--- config.mk ---
export PLATFORM = sky130hd
export DESIGN_NAME = tick_match_timer
export DESIGN_NICKNAME = d
export VERILOG_FILES = /design/src/rtl/tmr_pkg.sv /design/src/rtl/tmr_rst_sync.sv /design/src/rtl/tmr_counter.sv /design/src/rtl/tmr_match.sv /design/src/rtl/tmr_route.sv /design/src/rtl/tick_match_timer.sv
export SDC_FILE = /design/constraint.sdc
export NUM_CORES = 1
export LEC_CHECK = 0
export BUFFER_PORTS_ARGS = -buffer_cell sky130_fd_sc_hd__buf_4
export CAP_MARGIN = 20
export CELL_PAD_IN_SITES_DETAIL_PLACEMENT = 0
export CELL_PAD_IN_SITES_GLOBAL_PLACEMENT = 1
export CORE_MARGIN = 5
export CORE_UTILIZATION = 45
export DETAILED_ROUTE_END_ITERATION = 10
export PLACE_DENSITY_LB_ADDON = 0.1
export RECOVER_POWER = 100
export SETUP_SLACK_MARGIN = 0.05
export SYNTH_ARGS = -nofsm -noshare
export SYNTH_HDL_FRONTEND = slang
export SYNTH_HIERARCHICAL = 1
export SYNTH_SLANG_ARGS = --single-unit
--- constraint.sdc ---
create_clock -name clk_i -period 3.86 [get_ports clk_i]
set_input_delay 0.386 -clock clk_i [delete_from_list [all_inputs] [get_ports clk_i]]
set_output_delay 0.386 -clock clk_i [all_outputs]
set_load 0.02 [all_outputs]
--- src/rtl/tmr_pkg.sv ---
package tmr_pkg;
  localparam int unsigned TMR_WIDTH     = 32;
  localparam int unsigned TMR_LINES     = 8;
  localparam int unsigned TMR_CNT_RESET = 1;
  localparam int unsigned TMR_CMP_RESET = 0;
  localparam int unsigned TMR_SYNC_STG  = 2;
endpackage

--- src/rtl/tmr_rst_sync.sv ---
module tmr_rst_sync #(
  parameter int unsigned STAGES = tmr_pkg::TMR_SYNC_STG
) (
  input  logic clk_i,
  input  logic rst_ni,
  output logic rst_no
);
  logic [STAGES-1:0] sync_q;
  logic [STAGES-1:0] sync_d;

  always_comb begin
    sync_d = {sync_q[STAGES-2:0], 1'b1};
  end

  always_ff @(posedge clk_i or negedge rst_ni) begin
    if (!rst_ni) sync_q <= '0;
    else         sync_q <= sync_d;
  end

  assign rst_no = sync_q[STAGES-1];
endmodule

--- src/rtl/tmr_counter.sv ---
module tmr_counter #(
  parameter int unsigned W       = tmr_pkg::TMR_WIDTH,
  parameter int unsigned RST_VAL = tmr_pkg::TMR_CNT_RESET
) (
  input  logic         clk_i,
  input  logic         rst_ni,
  input  logic         tick_i,
  input  logic         freeze_i,
  input  logic         ld_i,
  input  logic [W-1:0] ld_data_i,
  output logic [W-1:0] count_o
);
  logic [W-1:0] cnt_q;
  logic [W-1:0] cnt_d;
  logic         cnt_en;
  logic         step;

  // a load beats a tick; freeze only stops stepping
  always_comb begin
    step   = tick_i && !freeze_i;
    cnt_en = ld_i || step;
    if (ld_i) cnt_d = ld_data_i;
    else      cnt_d = cnt_q + W'(1);
  end

  always_ff @(posedge clk_i or negedge rst_ni) begin
    if (!rst_ni)     cnt_q <= W'(RST_VAL);
    else if (cnt_en) cnt_q <= cnt_d;
  end

  assign count_o = cnt_q;
endmodule

--- src/rtl/tmr_match.sv ---
module tmr_match #(
  parameter int unsigned W       = tmr_pkg::TMR_WIDTH,
  parameter int unsigned RST_VAL = tmr_pkg::TMR_CMP_RESET
) (
  input  logic         clk_i,
  input  logic         rst_ni,
  input  logic [W-1:0] count_i,
  input  logic         freeze_i,
  input  logic         cmp_wr_i,
  input  logic [W-1:0] cmp_data_i,
  output logic [W-1:0] cmp_o,
  output logic         pend_o
);
  logic [W-1:0] cmp_q;
  logic         pend_q;
  logic         pend_d;
  logic         pend_en;
  logic         hit;

  always_comb begin
    hit     = (count_i == cmp_q) && !freeze_i;
    pend_en = cmp_wr_i || hit;
    // acknowledge has priority over a match in the same cycle
    pend_d  = !cmp_wr_i;
  end

  always_ff @(posedge clk_i or negedge rst_ni) begin
    if (!rst_ni)       cmp_q <= W'(RST_VAL);
    else if (cmp_wr_i) cmp_q <= cmp_data_i;
  end

  always_ff @(posedge clk_i or negedge rst_ni) begin
    if (!rst_ni)      pend_q <= 1'b0;
    else if (pend_en) pend_q <= pend_d;
  end

  assign cmp_o  = cmp_q;
  assign pend_o = pend_q;
endmodule

--- src/rtl/tmr_route.sv ---
module tmr_route #(
  parameter int unsigned LINES = tmr_pkg::TMR_LINES,
  parameter int unsigned SEL_W = $clog2(LINES)
) (
  input  logic             pend_i,
  input  logic [SEL_W-1:0] sel_i,
  output logic [LINES-1:0] irq_o
);
  for (genvar i = 0; i < LINES; i++) begin : g_line
    assign irq_o[i] = pend_i && (sel_i == SEL_W'(i));
  end
endmodule

--- src/rtl/tick_match_timer.sv ---
module tick_match_timer #(
  parameter int unsigned W     = tmr_pkg::TMR_WIDTH,
  parameter int unsigned LINES = tmr_pkg::TMR_LINES,
  localparam int unsigned SEL_W = $clog2(LINES)
) (
  input  logic             clk_i,
  input  logic             rst_ni,
  input  logic             tick_i,
  input  logic             cnt_wr_i,
  input  logic             cmp_wr_i,
  input  logic [W-1:0]     wr_data_i,
  input  logic             freeze_i,
  input  logic             rev2_i,
  input  logic [SEL_W-1:0] line_sel_i,
  output logic [W-1:0]     count_o,
  output logic             tstat_o,
  output logic [LINES-1:0] irq_o
);
  logic         rst_sync_n;
  logic [W-1:0] cnt_w;
  logic [W-1:0] cmp_q;
  logic         pend;

  tmr_rst_sync #(.STAGES(tmr_pkg::TMR_SYNC_STG)) u_rst (
    .clk_i  (clk_i),
    .rst_ni (rst_ni),
    .rst_no (rst_sync_n)
  );

  tmr_counter #(.W(W), .RST_VAL(tmr_pkg::TMR_CNT_RESET)) u_cnt (
    .clk_i     (clk_i),
    .rst_ni    (rst_sync_n),
    .tick_i    (tick_i),
    .freeze_i  (freeze_i),
    .ld_i      (cnt_wr_i),
    .ld_data_i (wr_data_i),
    .count_o   (cnt_w)
  );

  tmr_match #(.W(W), .RST_VAL(tmr_pkg::TMR_CMP_RESET)) u_match (
    .clk_i      (clk_i),
    .rst_ni     (rst_sync_n),
    .count_i    (cnt_w),
    .freeze_i   (freeze_i),
    .cmp_wr_i   (cmp_wr_i),
    .cmp_data_i (wr_data_i),
    .cmp_o      (cmp_q),
    .pend_o     (pend)
  );

  tmr_route #(.LINES(LINES), .SEL_W(SEL_W)) u_route (
    .pend_i (pend),
    .sel_i  (line_sel_i),
    .irq_o  (irq_o)
  );

  assign count_o = cnt_w;
  assign tstat_o = pend && rev2_i;
endmodule

==> results.toml <==
[outcome]
status = "finished, violations left"
violations = "capacitance limit, slew limit"

[detailed_routing]
wl_per_cell_um = 17.4
via_per_inst = 5.59
antenna_left = 0
drt_iter0_markers = 105
routed_wl_um = 9140
num_vias = 2935
dr.pass1.iters = 4
drc = 0

[setup_path]
arrival_ps = 2970
critical_path.max_stage_delay_ps = 1520
startpoint_type = "flip-flop"
worstPathCellList = "clkbuf_1"
crit_path_end_kind = "async pin"
crit_path_max_fanout = 41
r2r_cells = 1
required_ps = 4080
crit_family = "flip-flops"
endpoint = "u_match/cmp_o[22]"
reg2reg_to = "u_match/cmp_o[22]"
crit_path_top_delay_cell = "dfrtp_1"
rr_startpoint = "u_rst/sync_q[1]"
reg2reg_slack_ps = 1110
critPathKind = "reg -> async"
worst-path-stages = 1
crit_start = "u_rst/sync_q[1]"
path_buf_inv = 1

[logic_synthesis]
syn-cell-area_um2 = 3600
synth.avg_cell_area_um2 = 10.7
yosysSeqAreaShare_pct = 46.6
ys_ff_latch = 67
synth_area_leaders = "dfrtp_1 46%, mux2_2 10%, xor2_1 8.8%"
ys_warn_count = 6
ys_types = 43
syn_inst = 337
synth_nets = 380
synth.largest_area_cell = "dfrtp_1"
synth_top_area_share_pct = 45.8

[global_routing]
grt_remaining_overflow = 0
grt_max_degree = 42
antenna_found_initial = 0
grt_pass1_vias = 2939
grt_pass1_wl_um = 15500
grt.total_usage_pct = 19.7

[cells_and_area]
final_util_pct = 55.1
n_antenna_cell = 0
fin_nets = 461
area_growth_pct = 18.8
fillers = 742
drive_gt1_share_pct = 24.3

[clock_tree]
clk_latency_ps = 340
cts_resized = 0
clock-sinks = 67
cts_tree = "done"
clk_pin_slew_ps = 70
h-tree-depth = 3
cts_buffer_depth = 2
cts_root_buffer = "clkbuf_8"
cts_hold_buffers = 1
cts_made_buffers = 9
post_cts_buffers = 0

[sta]
hold_viol_final = 0
finalCriticalPeriod_ps = 2750
setup_tns_ps = 0
fin_crit_sh_pct = 71.2
rsz0062_at_grt = "false"
setup_viol = 0
tightest_slew_ps = 2100
finalMaxSlewViolations = 77
slew_headroom_pct = -40.0
fmax_mhz = 364
worst_clock_skew_ps = 9.85

[floorplan]
core_um2 = 7770
die_w_um = 99.5
die_area_um2 = 9890
die_h_um = 99.5
pin_count = 83
start_util_pct = 46.4
fp-row-count = 32

[place]
gp_congestion = 0.826
io_buffers = 82
dp_hpwl_um = 6430

[pwr]
peakVddDrop_v = 0.000190
p_leak_nw = 1.72
p_per_area_nw_per_um2 = 399

[run]
max-cap-violations = 2

[min_path]
hp-class = "in -> reg"
stage by stage:
stage | setup WS [ps] | instance area, µm² | hold slack, ps | std cells | power, W
final | 1110 | 4280 | 260 | 525 | 0.00171
after global placement | 1320 | 4270 | 169 | 508 | 0.00121
after CTS | 1190 | 4460 | 240 | 525 | 0.00176
after global routing | 500 | 4280 | 245 | 525 | 0.00181
after detailed placement | 1210 | 4270 | 171 | 508 | 0.00121
after floorplan | 1780 | 3600 | 90.4 | 337 | 0.00106
worst min path at each step:
stage / endpoint / slack (ps) / startpoint / depth (start not counted)
2_1_floorplan: u_rst/sync_q[0] / 90 / rst_ni / 0
5_1_grt: u_cnt/count_o[6] / 240 / wr_data_i[6] / 3
3_3_place_gp: u_rst/sync_q[0] / 170 / rst_ni / 1
6_report: u_cnt/count_o[6] / 260 / wr_data_i[6] / 3
4_1_cts: u_cnt/count_o[10] / 240 / wr_data_i[10] / 3
3_5_place_dp: u_rst/sync_q[0] / 170 / rst_ni / 1
synth_stat cells (all sizes together):
master and count:
dfrtp 66, xor2 36, mux2 32, nand2 22, o21ai 21, a31oi 18
nor2 18, or4 13, nand3 12, or3 11, nand4 10, o31ai 10
clkbuf 8, inv 7, nor4 7, buf 6, xnor2 6, and4b 5
and4 4, and2 3, and4bb 3, nor2b 3, o211ai 3, a22oi 2
and3 2, or2 2, conb 1, dfstp 1, ha 1, mux2i 1
nor3 1, nor4b 1, o32ai 1
cell usage in the layout, fill, tap and decap left out, types with 12 or more instances in the layout:
cell	Yosys	final
or4_1	12	12
a31oi_1	18	18
nand2_1	22	22
nor2_1	18	18
xor2_1	36	36
buf_4	0	40
dfrtp_1	66	66
nand3_1	12	12
clkbuf_8	2	12
mux2_2	32	32
clkbuf_1	6	45
o21ai_0	21	21
sequential cells by signal, summed over array words and instances (netlist names):
register	cells
u_rst/sync_q	2
u_cnt/count_o	32
u_match/cmp_o	32
u_match/pend_o	1
worst min-delay path, delay by kind of cell:
family	cells	cell delay (ps)
buffers and inverters	1	80
AND/OR/NAND/NOR	1	40
AO/OA/AOI/OAI	1	50
per-layer routing:
metal	up-vias	global-route usage, %	routed length, µm
met1	1432	27.9	4290
met5	-	0	0
met4	0	5.99	54
met2	83	30.0	4290
li1	1416	-	-
met3	4	4.63	504
cells by family after synthesis:
family,synth area share (%)
AO/OA/AOI/OAI,9.62
XOR/XNOR,10.2
adder cells (fa/ha/maj),0.347
buffers and inverters,3.13
flip-flops,46.6
multiplexers,10.3
other,0.104
AND/OR/NAND/NOR,19.7
power breakdown:
| part | switching [W] | internal [W] | total [W] |
|---|---|---|---|
| Clock | 0.000255 | 0.000285 | 0.000539 |
| Sequential | 0.0000909 | 0.000769 | 0.000860 |
| Combinational | 0.000169 | 0.000137 | 0.000307 |
layout make-up:
type                            instances  area (µm²)  share of cell area [%]
Clock buffer                           14         173                    4.04
Tap cell                              102         128                    2.98
Inverter                                7        26.3                   0.614
Multi-Input combinational cell        249        1790                    41.9
Sequential cell                        67        1680                    39.2
Clock inverter                          2        10.0                   0.234
Timing Repair Buffer                   84         472                    11.0
(Power assumes the default switching activity.)
